$ cat src/rtl/bls_pkg.sv
package bls_pkg;

    typedef enum logic [2:0] {
        ST_IDLE,
        ST_WSETUP,
        ST_WPULSE,
        ST_WHOLD,
        ST_RACCESS,
        ST_RFLOAT
    } bls_state_e;

    // whole cycles covering a nanosecond limit, never below one
    function automatic int cycles_for(input int limit_ns, input int period_ns);
        int c;
        c = (limit_ns + period_ns - 1) / period_ns;
        return (c < 1) ? 1 : c;
    endfunction

    function automatic int max2(input int a, input int b);
        return (a > b) ? a : b;
    endfunction

endpackage

$ cat src/rtl/bls_fsm.sv
module bls_fsm
    import bls_pkg::*;
#(
    parameter int RD_WAIT = 6,
    parameter int WP_WAIT = 4,
    parameter int FL_WAIT = 2,
    parameter int CNT_W   = 4
) (
    input  logic clk,
    input  logic rst_n,
    input  logic req_valid,
    input  logic req_we,
    output logic req_ready,
    output logic load,
    output logic capture,
    output logic ce_n,
    output logic oe_n,
    output logic we_n,
    output logic lanes_on,
    output logic dq_oe
);

    bls_state_e state_q, state_d;
    logic [CNT_W-1:0] cnt_q;
    logic             last;

    // final cycle of the current timed phase
    always_comb begin
        last = 1'b1;
        unique case (state_q)
            ST_WPULSE:  last = (cnt_q == CNT_W'(WP_WAIT - 1));
            ST_RACCESS: last = (cnt_q == CNT_W'(RD_WAIT - 1));
            ST_RFLOAT:  last = (cnt_q == CNT_W'(FL_WAIT - 1));
            default:    last = 1'b1;
        endcase
    end

    always_comb begin
        state_d = state_q;
        unique case (state_q)
            ST_IDLE:    if (req_valid) state_d = req_we ? ST_WSETUP : ST_RACCESS;
            ST_WSETUP:  state_d = ST_WPULSE;
            ST_WPULSE:  if (last) state_d = ST_WHOLD;
            ST_WHOLD:   state_d = ST_IDLE;
            ST_RACCESS: if (last) state_d = ST_RFLOAT;
            ST_RFLOAT:  if (last) state_d = ST_IDLE;
            default:    state_d = ST_IDLE;
        endcase
    end

    // state register with phase counter
    always_ff @(posedge clk or negedge rst_n) begin
        if (!rst_n) begin
            state_q <= ST_IDLE;
            cnt_q   <= '0;
        end else begin
            state_q <= state_d;
            cnt_q   <= (state_d != state_q) ? '0 : cnt_q + 1'b1;
        end
    end

    // outputs
    always_comb begin
        req_ready = 1'b0;
        ce_n      = 1'b0;
        oe_n      = 1'b1;
        we_n      = 1'b1;
        lanes_on  = 1'b1;
        dq_oe     = 1'b0;
        unique case (state_q)
            ST_IDLE: begin
                req_ready = 1'b1;
                ce_n      = 1'b1;
                lanes_on  = 1'b0;
            end
            ST_WSETUP:  ;
            ST_WPULSE: begin
                we_n  = 1'b0;
                dq_oe = 1'b1;
            end
            ST_WHOLD:   dq_oe = 1'b1;
            ST_RACCESS: oe_n  = 1'b0;
            ST_RFLOAT:  ;
            default:    ;
        endcase
    end

    assign load    = req_ready & req_valid;
    assign capture = (state_q == ST_RACCESS) & last;

endmodule

$ cat src/rtl/bls_datapath.sv
module bls_datapath #(
    parameter int AW = 17,
    parameter int DW = 16
) (
    input  logic          clk,
    input  logic          rst_n,
    input  logic          load,
    input  logic          capture,
    input  logic          lanes_on,
    input  logic [AW-1:0] req_addr,
    input  logic [1:0]    req_be,
    input  logic [DW-1:0] req_wdata,
    input  logic [DW-1:0] mem_dq_i,
    output logic [AW-1:0] mem_addr,
    output logic [1:0]    lane_n,
    output logic [DW-1:0] mem_dq_o,
    output logic          rsp_valid,
    output logic [DW-1:0] rsp_rdata
);

    localparam int LW = DW / 2;

    logic [AW-1:0] addr_q;
    logic [1:0]    be_q;
    logic [DW-1:0] wdata_q;
    logic [DW-1:0] rdata_q;
    logic [DW-1:0] masked;
    logic          valid_q;

    for (genvar g = 0; g < 2; g++) begin : g_lane
        assign lane_n[g]          = ~(lanes_on & be_q[g]);
        assign masked[g*LW +: LW] = be_q[g] ? mem_dq_i[g*LW +: LW] : '0;
    end

    always_ff @(posedge clk or negedge rst_n) begin
        if (!rst_n) begin
            addr_q  <= '0;
            be_q    <= '0;
            wdata_q <= '0;
            rdata_q <= '0;
            valid_q <= 1'b0;
        end else begin
            if (load) begin
                addr_q  <= req_addr;
                be_q    <= req_be;
                wdata_q <= req_wdata;
            end
            if (capture) rdata_q <= masked;
            valid_q <= capture;
        end
    end

    assign mem_addr  = addr_q;
    assign mem_dq_o  = wdata_q;
    assign rsp_valid = valid_q;
    assign rsp_rdata = rdata_q;

endmodule

$ cat src/rtl/bytelane_sram_ctl.sv
module bytelane_sram_ctl
    import bls_pkg::*;
#(
    parameter int AW            = 17,
    parameter int DW            = 16,
    parameter int CLK_PERIOD_NS = 10,
    parameter int T_ACCESS_NS   = 55,
    parameter int T_WPULSE_NS   = 40,
    parameter int T_WCYCLE_NS   = 55,
    parameter int T_FLOAT_NS    = 20
) (
    input  logic          clk,
    input  logic          rst_n,
    input  logic          req_valid,
    output logic          req_ready,
    input  logic          req_we,
    input  logic [AW-1:0] req_addr,
    input  logic [1:0]    req_be,
    input  logic [DW-1:0] req_wdata,
    output logic          rsp_valid,
    output logic [DW-1:0] rsp_rdata,
    output logic [AW-1:0] mem_addr,
    output logic          mem_ce_n,
    output logic          mem_oe_n,
    output logic          mem_we_n,
    output logic          mem_lb_n,
    output logic          mem_ub_n,
    output logic [DW-1:0] mem_dq_o,
    output logic          mem_dq_oe,
    input  logic [DW-1:0] mem_dq_i
);

    localparam int RD_WAIT = cycles_for(T_ACCESS_NS, CLK_PERIOD_NS);
    localparam int WP_WAIT = max2(cycles_for(T_WPULSE_NS, CLK_PERIOD_NS),
                                  cycles_for(T_WCYCLE_NS, CLK_PERIOD_NS) - 2);
    localparam int FL_WAIT = cycles_for(T_FLOAT_NS, CLK_PERIOD_NS);
    localparam int CNT_W   = $clog2(max2(max2(RD_WAIT, WP_WAIT), FL_WAIT) + 1);

    logic       load, capture, lanes_on;
    logic [1:0] lane_n;

    bls_fsm #(
        .RD_WAIT(RD_WAIT),
        .WP_WAIT(WP_WAIT),
        .FL_WAIT(FL_WAIT),
        .CNT_W  (CNT_W)
    ) u_fsm (
        .clk      (clk),
        .rst_n    (rst_n),
        .req_valid(req_valid),
        .req_we   (req_we),
        .req_ready(req_ready),
        .load     (load),
        .capture  (capture),
        .ce_n     (mem_ce_n),
        .oe_n     (mem_oe_n),
        .we_n     (mem_we_n),
        .lanes_on (lanes_on),
        .dq_oe    (mem_dq_oe)
    );

    bls_datapath #(
        .AW(AW),
        .DW(DW)
    ) u_dp (
        .clk      (clk),
        .rst_n    (rst_n),
        .load     (load),
        .capture  (capture),
        .lanes_on (lanes_on),
        .req_addr (req_addr),
        .req_be   (req_be),
        .req_wdata(req_wdata),
        .mem_dq_i (mem_dq_i),
        .mem_addr (mem_addr),
        .lane_n   (lane_n),
        .mem_dq_o (mem_dq_o),
        .rsp_valid(rsp_valid),
        .rsp_rdata(rsp_rdata)
    );

    assign mem_lb_n = lane_n[0];
    assign mem_ub_n = lane_n[1];

endmodule

$ cat config.mk
export PLATFORM = sky130hd
export DESIGN_NAME = bytelane_sram_ctl
export DESIGN_NICKNAME = d
export VERILOG_FILES = /design/src/rtl/bls_pkg.sv /design/src/rtl/bls_fsm.sv /design/src/rtl/bls_datapath.sv /design/src/rtl/bytelane_sram_ctl.sv
export SDC_FILE = /design/constraint.sdc
export NUM_CORES = 1
export LEC_CHECK = 0
export BUFFER_PORTS_ARGS = -buffer_cell sky130_fd_sc_hd__clkbuf_2
export CORE_MARGIN = 4
export CORE_UTILIZATION = 45
export CTS_CLUSTER_SIZE = 16
export DETAILED_ROUTE_END_ITERATION = 7
export PLACE_DENSITY_LB_ADDON = 0.08
export SLEW_MARGIN = 20
export SYNTH_ARGS = -nofsm -noshare
export SYNTH_HDL_FRONTEND = slang
export SYNTH_SLANG_ARGS = --single-unit
$ cat constraint.sdc
create_clock -name clk -period 2.95 [get_ports clk]
set_input_delay 0.295 -clock clk [delete_from_list [all_inputs] [get_ports clk]]
set_output_delay 0.295 -clock clk [all_outputs]
set_load 0.005 [all_outputs]
== Word-level counts from Yosys, hierarchy flattened ==
Cells that the tools add are included.

* Register bits: 58
* Bits of input ports: 55
* Output and inout bits: 57
* Word-level logic and storage cells: 40

* $add $sub $neg: 1
* Equality and inequality tests: 9
* Muxes and demuxes: 15
* Bitwise logic cells: 6
* Reductions and logical operators: 2

{| class="wikitable"
|+ Operators by type and width
! cell !! number
|-
| $mux W3 || 6
|-
| $mux W8 || 2
|-
| $pmux W3 S5 || 1
|-
| $eq A3 B2 Y1 const B || 3
|-
| $eq A3 B3 Y1 const B || 3
|-
| $eq A3 B1 Y1 const B || 2
|-
| $mux W1 || 5
|-
| $and A1 B1 Y1 || 4
|-
| $add A3 B1 Y3 const B || 1
|-
| $logic_not A3 Y1 || 1
|-
| $ne A3 B3 Y1 || 1
|-
| $pmux W1 S3 || 1
|-
| $not A1 Y1 || 2
|-
| $reduce_or A2 Y1 || 1
|}

== Longest topological paths before layout ==
* Depth after elaboration: 6
* Depth in mapped cells: 6
* Depth with buffers taken out: 3

== By module ==
From an unflattened synthesis, not the netlist that was laid out.

* Cell total of the unflattened synthesis: 187
* Area total of the unflattened synthesis: 2533.7 um2

{| class="wikitable"
|+ By module, submodules not included
! module !! instances !! cells each !! area an instance (um2) !! seq. area each (um2)
|-
| bls_datapath || 1 || 146 || 2128.3 || 1301.2
|-
| bls_fsm || 1 || 41 || 405.4 || 150.1
|}

== Least setup slack after synthesis ==
No wires, ideal clock.

* Path type: flip-flop to flip-flop
* From: register u_fsm.state_q[1]
* To: register u_dp.be_q[0]
* Data arrival time: 1.372 ns
* Required time: 2.825 ns
* Slack: 1.453 ns
* Cell stages (with the launch flop): 6
* Buffers on the path: 3
* Period minus slack after synthesis: 1.497 ns
* Cells stage by stage: dfrtp_1 buf_6 nor4b_4 buf_6 buf_12 mux2_4

* Longest elaborated chain between the ends: 3

{| class="wikitable"
|+ RTL lines
! element !! RTL line !! RTL
|-
| from (decl) || bls_fsm.sv:23 || <nowiki>bls_state_e state_q, state_d;</nowiki>
|-
| from (signal assigned) || bls_fsm.sv:57 || <nowiki>state_q <= state_d;</nowiki>
|-
| $logic_not A3 Y1 || bls_fsm.sv:70 || <nowiki>unique case (state_q)</nowiki>
|-
| $mux W1 || bls_fsm.sv:70 ||
|-
| $and A1 B1 Y1 || bls_fsm.sv:88 || <nowiki>assign load = req_ready & req_valid;</nowiki>
|-
| to (signal assigned) || bls_datapath.sv:45 || <nowiki>be_q <= req_be;</nowiki>
|-
| to (decl) || bls_datapath.sv:24 || <nowiki>logic [1:0] be_q;</nowiki>
|}

No other way between the ends.
A chain may end at the register's enable or synchronous reset.

== Worst setup path in the final report ==
* From: register u_fsm.state_q[0]
* To: register u_dp.addr_q[12], in the netlist u_dp.mem_addr[12]

* Longest elaborated chain between the ends: 3

{| class="wikitable"
|+ RTL lines
! element !! RTL line !! RTL
|-
| $logic_not A3 Y1 || bls_fsm.sv:70 ||
|-
| $mux W1 || bls_fsm.sv:70 ||
|-
| $and A1 B1 Y1 || bls_fsm.sv:88 ||
|-
| to (signal assigned) || bls_datapath.sv:44 || <nowiki>addr_q <= req_addr;</nowiki>
|-
| to (decl) || bls_datapath.sv:23 || <nowiki>logic [AW-1:0] addr_q;</nowiki>
|}

No other way between the ends.

==> flow_metrics.env <==
export IMPL_seq_area_um2=1450
export IMPL_finalSetupViolCount=0
export IMPL_fin_crit_ns=1.76
export IMPL_routed_wl_mm=5.35
export IMPL_syn_area_um2=2620
export IMPL_rows=27
export IMPL_drtIter0Drc=48
export IMPL_synth_nets=243
export IMPL_slowest_delay_ns=0.50
export IMPL_rsz0062_at_grt="no"
export IMPL_cts_sinks=58
export IMPL_synthCells=187
export IMPL_cts_setup_buffers=0
export IMPL_tightest_slew_ns=0.622
export IMPL_track_usage=0.162
export IMPL_critPathSlowestCell="dfrtp_1"
export IMPL_routabilityCongestion=0.778
export IMPL_ys_flop_type="dfrtp_1"
export IMPL_cts_tree="yes"
export IMPL_drc=0
export IMPL_syn_avg_cell_area_um2=14.0
export IMPL_antenna_found_initial=0
export IMPL_cts_buffers=9
export IMPL_core_um2=5570
export IMPL_busiest_layer="met2"
export IMPL_clockRootBuffer="clkbuf_8"
export IMPL_r2r_slack_ns=1.19
export IMPL_yosysSeqAreaShare=0.555
export IMPL_synthArstFlopShare=1.00
export IMPL_n_antenna_cell=0
export IMPL_initial_utilization=0.469
export IMPL_arrival_ns=1.96
export IMPL_finClkSkew_ns=0.00649
export IMPL_use_met2=0.240
export IMPL_ctsResizeCount=0
export IMPL_crit_path_start_kind="flop"
export IMPL_ys_warnings_count=0
export IMPL_wl_per_cell_um=14.1
export IMPL_grt_remaining_overflow=0
export IMPL_pwr_density_cell_nw_per_um2=1030
export IMPL_clock_fmax_ghz=0.568
export IMPL_finalHoldViolations=0
export IMPL_synth_edf_count=0
export IMPL_fin_crit_sh=0.597
export IMPL_viasPerCell=4.65
export IMPL_slew_viol_final=0
export IMPL_area_growth_pct=27.3
export IMPL_irDropWorstVdd_v=0.000442
export IMPL_fin_nets=358
export IMPL_relSlewSlack=0.585
export IMPL_grt_pass1_wl_mm=8.96
export IMPL_critPathCaptureType="flop"
export IMPL_fp_dieW_um=84.3
export IMPL_fill_cells=485
export IMPL_hpwl_mm=4.06
export IMPL_final_antenna_net_count=0
export IMPL_critPathMaxFanout=27
export IMPL_grtUsageMet3=0.0550
export IMPL_yosysUniqueCellTypes=33
export IMPL_drive_gt1_frac=0.544
export IMPL_h_tree_depth=3
export IMPL_ys_ff_latch=58
export IMPL_grt_max_degree=34
export IMPL_worstPathRequired_ns=3.15
export IMPL_vias=1762
export IMPL_multi_input_area_um2=957
export IMPL_io_pins=112
export IMPL_insertion_delay_ns=0.32
export IMPL_io_buffers=111
export IMPL_path_cells="nor4b_4 > buf_4 > mux2_2"
export IMPL_clk_pin_slew_ns=0.06
export IMPL_path_class="flop to flop"
export IMPL_drtPass1Iterations=4
export IMPL_min_path_type="input port to flop"
export IMPL_cts_buffer_depth=2
export IMPL_layout_setup_ws_ns=1.19
export IMPL_outcome="completed"
export IMPL_grt_pass1_vias=1812
export IMPL_fin_setup_tns_ns=0
export IMPL_die_h_um=84.3
export IMPL_maxCapViolCount=0
export IMPL_die_area_um2=7100
export IMPL_use_met1=0.214
export IMPL_p_leak_nw=1.74
export IMPL_place_ws_ns=1.18
## where the power goes
group / internal [W] / leakage [nW] / switching [W]
clock: 0.000324 / 0.0872 / 0.000281
sequential: 0.00119 / 0.698 / 0.000291
combinational: 0.000817 / 0.952 / 0.000516
total: 0.00233 / 1.74 / 0.00109
## cells by family (layout without fill, tap and decap cells)
logic type / after synthesis / count (layout) / share of synthesized area
mux: 52 / 52 / 0.257
buf+inv: 31 / 151 / 0.0794
simple gates: 36 / 36 / 0.0756
compound gates: 6 / 6 / 0.0182
fa+ha+maj: 1 / 1 / 0.00478
flops: 58 / 58 / 0.555
xor+xnor: 3 / 3 / 0.0100
## synthesized netlist by cell type, drive strengths merged, types with 2 or more instances
| cell | n | share of area |
|---|---|---|
| nor4 | 2 | 0.0048 |
| nor4b | 2 | 0.012 |
| inv | 19 | 0.027 |
| nand2 | 21 | 0.030 |
| nor2 | 3 | 0.0053 |
| mux2 | 35 | 0.19 |
| nor2b | 2 | 0.0057 |
| dfrtp | 58 | 0.55 |
| mux2i | 17 | 0.065 |
| buf | 12 | 0.052 |
| xnor2 | 2 | 0.0067 |
## stage by stage
| step | utilization | area (µm²) | cells | hold slack (ns) | power (W) |
|---|---|---|---|---|---|
| finish | 0.597 | 3330 | 379 | 0.200 | 0.00342 |
| floorplan | - | 2620 | 187 | -0.000591 | 0.00232 |
| global placement | 0.566 | 3160 | 362 | 0.348 | 0.00283 |
| CTS | 0.597 | 3330 | 379 | 0.183 | 0.00348 |
| global route | 0.597 | 3330 | 379 | 0.177 | 0.00370 |
| detailed placement | 0.566 | 3160 | 362 | 0.346 | 0.00285 |
## cell usage in the layout (no fill, tap or decap), drive strengths merged, types with 2 or more instances in the layout
cell type  instances
clkbuf           124
dfrtp             58
mux2              35
nand2             21
inv               19
mux2i             17
buf                4
clkinv             3
nor2               3
xnor2              2
nor4               2
nor2b              2
nor4b              2
## sequential cells by signal, indices dropped and copies added (netlist names)
register	flops
u_dp.mem_addr	17
u_dp.mem_dq_o	16
u_dp.rsp_rdata	16
u_fsm.cnt_q	3
u_fsm.state_q	3
u_dp.be_q	2
u_dp.rsp_valid	1
## path summary, 6_finish.rpt
path	from	end	depth (start not counted)
max	u_fsm.state_q[0]$_DFF_PN0_	u_dp.mem_addr[12]$_DFFE_PN0P_	3
min	mem_dq_i[15]	u_dp.rsp_rdata[15]$_DFFE_PN0P_	3
max reg2reg	u_fsm.state_q[0]$_DFF_PN0_	u_dp.mem_addr[12]$_DFFE_PN0P_	3
min reg2reg	u_fsm.cnt_q[0]$_DFF_PN0_	u_fsm.cnt_q[0]$_DFF_PN0_	1
max in group asynchronous	rst_n	u_dp.mem_dq_o[5]$_DFFE_PN0P_	3
min in group asynchronous	rst_n	u_fsm.state_q[0]$_DFF_PN0_	2
## per-layer routing
| layer | share of wire | wire (µm) |
|---|---|---|
| met2 | 0.46 | 2460 |
| met1 | 0.45 | 2390 |
| met5 | 0 | 0 |
| met3 | 0.078 | 415 |
| met4 | 0.017 | 89 |
## cell type report
cell class                 instances  area share
tap                               72      0.0271
inverter                          19      0.0214
sequential                        58       0.436
timing repair buffer             116       0.179
clock buffer                      13      0.0447
clock inverter                     3     0.00451
multi-input combinational         98       0.287
## worst max-delay path, delay by kind of cell, from the launching register on
kind          cells  cell delay, ns
simple gates      1            0.31
flops             1            0.50
buf+inv           1            0.44
mux               1            0.38
## repair_timing
action	in CTS	in global routing
endpoints found under the hold margin	25	0
hold buffers	1	0
setup endpoints to repair	0	0
No activity file was read; power rests on OpenSTA's default activity.
